[config.mk]
export PLATFORM = sky130hd
export DESIGN_NAME = kcs_chan
export DESIGN_NICKNAME = d
export VERILOG_FILES = /design/src/rtl/kcs_chan.sv
export SDC_FILE = /design/constraint.sdc
export NUM_CORES = 1
export LEC_CHECK = 0
export BUFFER_PORTS_ARGS = -buffer_cell sky130_fd_sc_hd__buf_2
export CAP_MARGIN = 20
export CELL_PAD_IN_SITES_DETAIL_PLACEMENT = 1
export CELL_PAD_IN_SITES_GLOBAL_PLACEMENT = 1
export CORE_ASPECT_RATIO = 0.7
export CORE_MARGIN = 3
export CORE_UTILIZATION = 40
export CTS_CLUSTER_DIAMETER = 40
export DETAILED_ROUTE_END_ITERATION = 6
export PLACE_DENSITY_LB_ADDON = 0.1
export SLEW_MARGIN = 25
export SYNTH_ARGS = -nofsm -noshare
export SYNTH_HDL_FRONTEND = slang
export SYNTH_SLANG_ARGS = --single-unit
[constraint.sdc]
create_clock -name clk -period 4.3 [get_ports clk]
set_input_delay 0.215 -clock clk [delete_from_list [all_inputs] [get_ports clk]]
set_output_delay 0.215 -clock clk [all_outputs]
set_load 0.01 [all_outputs]
[src/rtl/kcs_chan.sv]
module kcs_chan #(
  parameter logic [15:0] DATA_PORT_RST = 16'h0060,
  parameter logic [15:0] STAT_PORT_RST = 16'h0064
) (
  input  logic        clk,
  input  logic        rst_n,
  input  logic [15:0] host_addr,
  input  logic        host_wr,
  input  logic        host_rd,
  input  logic [7:0]  host_wdata,
  output logic [7:0]  host_rdata,
  output logic        host_irq,
  output logic [3:0]  host_irq_num,
  output logic [1:0]  host_irq_type,
  input  logic [2:0]  ctl_addr,
  input  logic        ctl_wr,
  input  logic        ctl_rd,
  input  logic [31:0] ctl_wdata,
  output logic [31:0] ctl_rdata,
  output logic        ctl_irq
);
  localparam logic [2:0] SEL_CTRL = 3'd0, SEL_PORT = 3'd1, SEL_IRQC = 3'd2,
                         SEL_IN   = 3'd3, SEL_OUT  = 3'd4, SEL_STAT = 3'd5;

  logic [1:0]  ctrl_q;
  logic [31:0] port_q;
  logic [7:0]  irqc_q, in_q, out_q, stat_q, stat_d;

  wire data_hit = ctrl_q[0] && (host_addr == port_q[15:0]);
  wire stat_hit = ctrl_q[0] && (host_addr == port_q[31:16]);
  wire hw_data  = host_wr && data_hit;
  wire hr_data  = host_rd && data_hit;
  wire cw_ctrl  = ctl_wr && ctl_addr == SEL_CTRL;
  wire cw_port  = ctl_wr && ctl_addr == SEL_PORT;
  wire cw_irqc  = ctl_wr && ctl_addr == SEL_IRQC;
  wire cw_out   = ctl_wr && ctl_addr == SEL_OUT;
  wire cw_stat  = ctl_wr && ctl_addr == SEL_STAT;
  wire cr_in    = ctl_rd && ctl_addr == SEL_IN;

  always_comb begin
    stat_d = stat_q;
    if (cw_stat) stat_d = ctl_wdata[7:0];
    if (cr_in) stat_d[1] = 1'b0;
    if (hr_data && irqc_q[1]) stat_d[0] = 1'b0;
    if (hw_data) stat_d[1] = 1'b1;
    if (cw_out) stat_d[0] = 1'b1;
  end

  always_ff @(posedge clk) begin
    if (!rst_n) begin
      ctrl_q <= '0;
      port_q <= {STAT_PORT_RST, DATA_PORT_RST};
      irqc_q <= '0;
      in_q   <= '0;
      out_q  <= '0;
      stat_q <= '0;
    end else begin
      stat_q <= stat_d;
      if (cw_ctrl) ctrl_q <= ctl_wdata[1:0];
      if (cw_port) port_q <= ctl_wdata;
      if (cw_irqc) irqc_q <= ctl_wdata[7:0];
      else         irqc_q[0] <= 1'b0;
      if (hw_data) in_q <= host_wdata;
      if (cw_out)  out_q <= ctl_wdata[7:0];
    end
  end

  assign host_rdata    = data_hit ? out_q : (stat_hit ? stat_q : 8'h00);
  assign host_irq      = irqc_q[0];
  assign host_irq_num  = irqc_q[7:4];
  assign host_irq_type = irqc_q[3:2];
  assign ctl_irq       = stat_q[1] & ctrl_q[1];

  always_comb begin
    case (ctl_addr)
      SEL_CTRL: ctl_rdata = {30'd0, ctrl_q};
      SEL_PORT: ctl_rdata = port_q;
      SEL_IRQC: ctl_rdata = {24'd0, irqc_q};
      SEL_IN:   ctl_rdata = {24'd0, in_q};
      SEL_OUT:  ctl_rdata = {24'd0, out_q};
      SEL_STAT: ctl_rdata = {24'd0, stat_q};
      default:  ctl_rdata = 32'd0;
    endcase
  end
endmodule

# [Word level (Yosys, flattened, before mapping)]
# Index checks and enable logic that the tools add are counted.
[word_totals] output_inout_bits=48 regBits=66 wordCells=40 inputBits=65
[op_classes] n_bitwise=1 n_mux=8 n_eq_ne=7 n_reduce_logical=15
[ops] op="$pmux 32 s6" n=1
[ops] op="$eq 16x16->1" n=2
[ops] op="$mux 8" n=2
[ops] op="$logic_and 1x1->1" n=11
[ops] op="$eq 3x2->1 const B" n=2
[ops] op="$eq 3x3->1 const B" n=2
[ops] op="$reduce_bool 3->1" n=2
[ops] op="$mux 1" n=4
[ops] op="$eq 3x1->1 const B" n=1
[ops] op="$logic_not 3->1" n=1
[ops] op="$mux 2" n=1
[ops] op="$reduce_and 2->1" n=1
[ops] op="$and 1x1->1" n=1

# [Longest topological paths before layout]
[logic_depth] depth_word=6 ltp_mapped=7 ltp_nobuf=5

# [Least setup slack after synthesis]
# Ideal clock, no wire load.
[synth_timing] path_type="reg-to-output" startpoint="register port_q[19]" endpoint="output port host_rdata[0]" n_path_buf=0 arrival_ns=1.418 t_required_ns=4.085 path_stages_with_launch=6 setup_slack_ns=2.667 cell_sequence="dfxtp_1 xnor2_1 nand4_1 nor4_1 nand3_1 o31ai_1"
[synth_between] elab_chain_len=4
[synth_rtl] item="from (decl)" line="26" rtl="logic [31:0] port_q;"
[synth_rtl] item="from (signal assigned)" line="52" rtl="port_q <= {STAT_PORT_RST, DATA_PORT_RST};"
[synth_rtl] item="from (signal assigned)" line="60" rtl="if (cw_port) port_q <= ctl_wdata;"
[synth_rtl] item="$eq 16x16->1" line="30" rtl="wire stat_hit = ctrl_q[0] && (host_addr == port_q[31:16]);"
[synth_rtl] item="$logic_and 1x1->1" line="30"
[synth_rtl] item="$mux 8 (2 in a row)" line="68" rtl="assign host_rdata = data_hit ? out_q : (stat_hit ? stat_q : 8'h00);"
[synth_rtl] item="to (decl)" line="11" rtl="output logic [7:0] host_rdata,"
# Every way passes these cells.

# [Final worst setup path]
[layout_timing] startpoint="register port_q[27]" endpoint="output port host_rdata[7]"
# The elaborated chain is that of the path after synthesis.

==> insert_results.sql <==
INSERT INTO impl_metrics (metric_group, metric, value, unit) VALUES
('run_status', 'outcome', 'complete, no violations', ''),
('worst_setup_path', 'worst_r2r_endpoint', 'stat_q[0]', ''),
('timing', 'setup_viol', '0', ''),
('final_layout', 'layout_common_cells', '112 x sky130_fd_sc_hd__buf_2, 101 x sky130_fd_sc_hd__nand2_1, 66 x sky130_fd_sc_hd__dfxtp_1', ''),
('routing', 'route.detailed.vias_per_inst', '5.090', ''),
('clock_tree', 'cts_tree', 'done', ''),
('timing', 'worst_clock_skew', '3.194', 'ps'),
('routing', 'drt_pass1_iterations', '4', ''),
('timing', 'tightest_slew', '717.8', 'ps'),
('routing', 'initialDrtViolationCount', '180', ''),
('synthesis', 'ys_top_cells_by_area', 'sky130_fd_sc_hd__dfxtp_1 37%, sky130_fd_sc_hd__nand2_1 11%, sky130_fd_sc_hd__mux2i_1 8.7%', ''),
('pwr', 'pwr_density_cell', '360.9', 'nW/um^2'),
('min_path', 'min_path_type', 'in -> reg', ''),
('worst_setup_path', 'crit_buf_inv', '1', ''),
('clock_tree', 'cts_inserted_buffers', '9', ''),
('worst_setup_path', 'rrSetupSlack', '2160', 'ps'),
('synthesis', 'post_synth_and_or_nand_nor_area_fraction', '25.67', '%'),
('synthesis', 'synth-adder-area-share', '0', '%'),
('placement', 'post_dp_cell_area', '4146', 'um^2'),
('final_layout', 'final_net_count', '584', ''),
('clock_tree', 'cts_hold_buf', '0', ''),
('synthesis', 'yosysWarningCount', '0', ''),
('placement', 'io_buffer_count', '112', ''),
('routing', 'drc', '0', ''),
('placement', 'post-place-ws', '1886', 'ps'),
('clock_tree', 'cts_num_sinks', '66', ''),
('final_layout', 'fin_util', '52.22', '%'),
('worst_setup_path', 'timing.critical_path.fanout_max', '8', ''),
('timing', 'clock.fmax', '360.0', 'MHz'),
('die', 'floorplan.core_area', '8583', 'um^2'),
('final_layout', 'area.growth.synth_to_final', '25.11', '%'),
('timing', 'slew_violations', '0', ''),
('worst_setup_path', 'critical-path-top-delay-family', 'simple AND/OR/NAND/NOR gates', ''),
('worst_setup_path', 'arrival_time_worst_endpoint', '2560', 'ps'),
('routing', 'route.final.wire_length', '11.03', 'mm'),
('final_layout', 'layout_commonest_cell', 'sky130_fd_sc_hd__buf_2', ''),
('global_routing', 'grt_start_max_net_pins', '75', ''),
('synthesis', 'ys_types', '40', ''),
('synthesis', 'synthArstFlopShare', '0', '%'),
('synthesis', 'postSynth.topFlopCell', 'sky130_fd_sc_hd__dfxtp_1', ''),
('clock_tree', 'clkSlewWorstSetupHoldPaths', '50', 'ps'),
('timing', 'setup_tns', '0', 'ps'),
('clock_tree', 'clkLatencyLatePin', '330', 'ps'),
('final_layout', 'fillCellCount', '1042', ''),
('placement', 'place_congestion', '0.8019', ''),
('clock_tree', 'ctsResizeCount', '0', ''),
('min_path', 'hold_path_end', 'port_q[18]', ''),
('synthesis', 'synth.ff_latch_count', '66', ''),
('synthesis', 'post_synth_mux_area_share', '10.86', '%'),
('worst_setup_path', 'type_of_the_setup_path_with_the_least_slack', 'reg -> out', ''),
('final_layout', 'seq_area', '1321', 'um^2'),
('die', 'floorplan.io_pins', '113', ''),
('synthesis', 'compound_cell_area_share_of_the_yosys_netlist', '12.99', '%'),
('final_layout', 'layout_cells_sized_above_1', '26.91', '%'),
('routing', 'detailroute.via_count', '3278', ''),
('synthesis', 'synth_cells', '426', ''),
('die', 'design.die.area', '10150', 'um^2'),
('die', 'initial_utilization', '41.73', '%'),
('synthesis', 'synth-xor-area-share', '7.824', '%'),
('final_layout', 'multi_input_area', '2058', 'um^2'),
('die', 'chipWidth', '119.1', 'um'),
('clock_tree', 'ctsRootBufferMaster', 'sky130_fd_sc_hd__clkbuf_16', ''),
('worst_setup_path', 'reg2reg_depth', '5', ''),
('job', 'drv.max_cap_violation_count', '0', ''),
('global_routing', 'grt_antenna_before_repair', '0', ''),
('routing', 'wire_per_inst', '17.13', 'um'),
('clock_tree', 'number_of_levels_the_h_tree_was_split_into', '3', ''),
('synthesis', 'dominant_combinational_cell_family_by_area_after_synthesis', 'simple AND/OR/NAND/NOR gates', ''),
('die', 'die_y', '85.18', 'um'),
('worst_setup_path', 'slowest_cell_on_the_critical_path', 'sky130_fd_sc_hd__o31ai_1', ''),
('worst_setup_path', 'cp_slowest_stage_delay', '480', 'ps');
## Yosys cell counts (2+ instances only)
| library cell | instances |
|---|---|
| sky130_fd_sc_hd__nand2_1 | 102 |
| sky130_fd_sc_hd__dfxtp_1 | 66 |
| sky130_fd_sc_hd__a21boi_0 | 32 |
| sky130_fd_sc_hd__mux2i_1 | 31 |
| sky130_fd_sc_hd__xnor2_1 | 29 |
| sky130_fd_sc_hd__and2_1 | 27 |
| sky130_fd_sc_hd__nand3_1 | 18 |
| sky130_fd_sc_hd__nor2b_1 | 18 |
| sky130_fd_sc_hd__clkbuf_1 | 15 |
| sky130_fd_sc_hd__inv_1 | 11 |
| sky130_fd_sc_hd__buf_2 | 9 |
| sky130_fd_sc_hd__o31ai_1 | 8 |
| sky130_fd_sc_hd__buf_4 | 7 |
| sky130_fd_sc_hd__nand4_1 | 6 |
| sky130_fd_sc_hd__a22oi_1 | 5 |
| sky130_fd_sc_hd__a21boi_1 | 4 |
| sky130_fd_sc_hd__mux2_2 | 3 |
| sky130_fd_sc_hd__nor2_1 | 3 |
| sky130_fd_sc_hd__o21ai_0 | 3 |
| sky130_fd_sc_hd__o221ai_1 | 3 |
| sky130_fd_sc_hd__o22ai_1 | 3 |
| sky130_fd_sc_hd__xor2_1 | 3 |
| sky130_fd_sc_hd__mux4_2 | 2 |
| sky130_fd_sc_hd__nand2b_1 | 2 |
## sequential cells by signal, indices dropped and copies added (netlist names)
name,cells
stat_q,8
in_q,8
irqc_q,8
port_q,32
out_q,8
ctrl_q,2
## stage by stage
| stage | power, mW | cells |
|---|---|---|
| after floorplan | 0.7328 | 426 |
| after global placement | 0.7949 | 628 |
| after detailed placement | 0.7984 | 628 |
| after CTS | 1.637 | 644 |
| after global routing | 1.683 | 644 |
| final | 1.618 | 644 |
## where the power goes
group | internal, mW | switching [mW]
Clock | 0.565 | 0.267
Sequential | 0.625 | 0.0118
Combinational | 0.0676 | 0.0819
Total | 1.26 | 0.360
## worst reg2reg max path: cells and delay by family (launching register included)
kind / cells / cell delay, ps
xor gates and xnor gates: 1 / 240
and+or+nand+nor: 3 / 1240
DFF: 1 / 340
AOI/OAI and AO/OA: 1 / 170
## layer usage
metal  global-route usage [%]  part of all wire (%)
met1                    30.22                    48
met2                    36.29                    47
met3                    5.463                   4.7
met4                    6.099                   1.2
met5                        0                     0
## worst max path at each step
stage,start,endpoint,slack [ps],cells after the start
floorplan,port_q[19],host_rdata[0],2670,5
global placement,ctl_addr[0],port_q[2],1810,6
detailed placement,port_q[27],host_rdata[7],1890,6
CTS,port_q[27],host_rdata[7],1520,6
global route,port_q[27],host_rdata[4],1380,6
finish,port_q[27],host_rdata[7],1520,6
## layout make-up
class                      instances  share of cell area, %
clock inverter                     5                  2.289
timing repair buffer             114                  12.84
inverter                          11                 0.9213
clock buffer                      11                  5.193
tap                              120                  3.350
multi-input combinational        317                  45.92
sequential                        66                  29.48
## cells by family (layout without fill, tap and decap cells)
logic type	count (synthesis)	after routing
buffers and inverters	43	141
flip-flops	66	66
multiplexers	36	36
XOR/XNOR	32	32
AO/OA/AOI/OAI	63	63
AND/OR/NAND/NOR	186	186
Note: power is estimated with default switching activity, not from simulation.
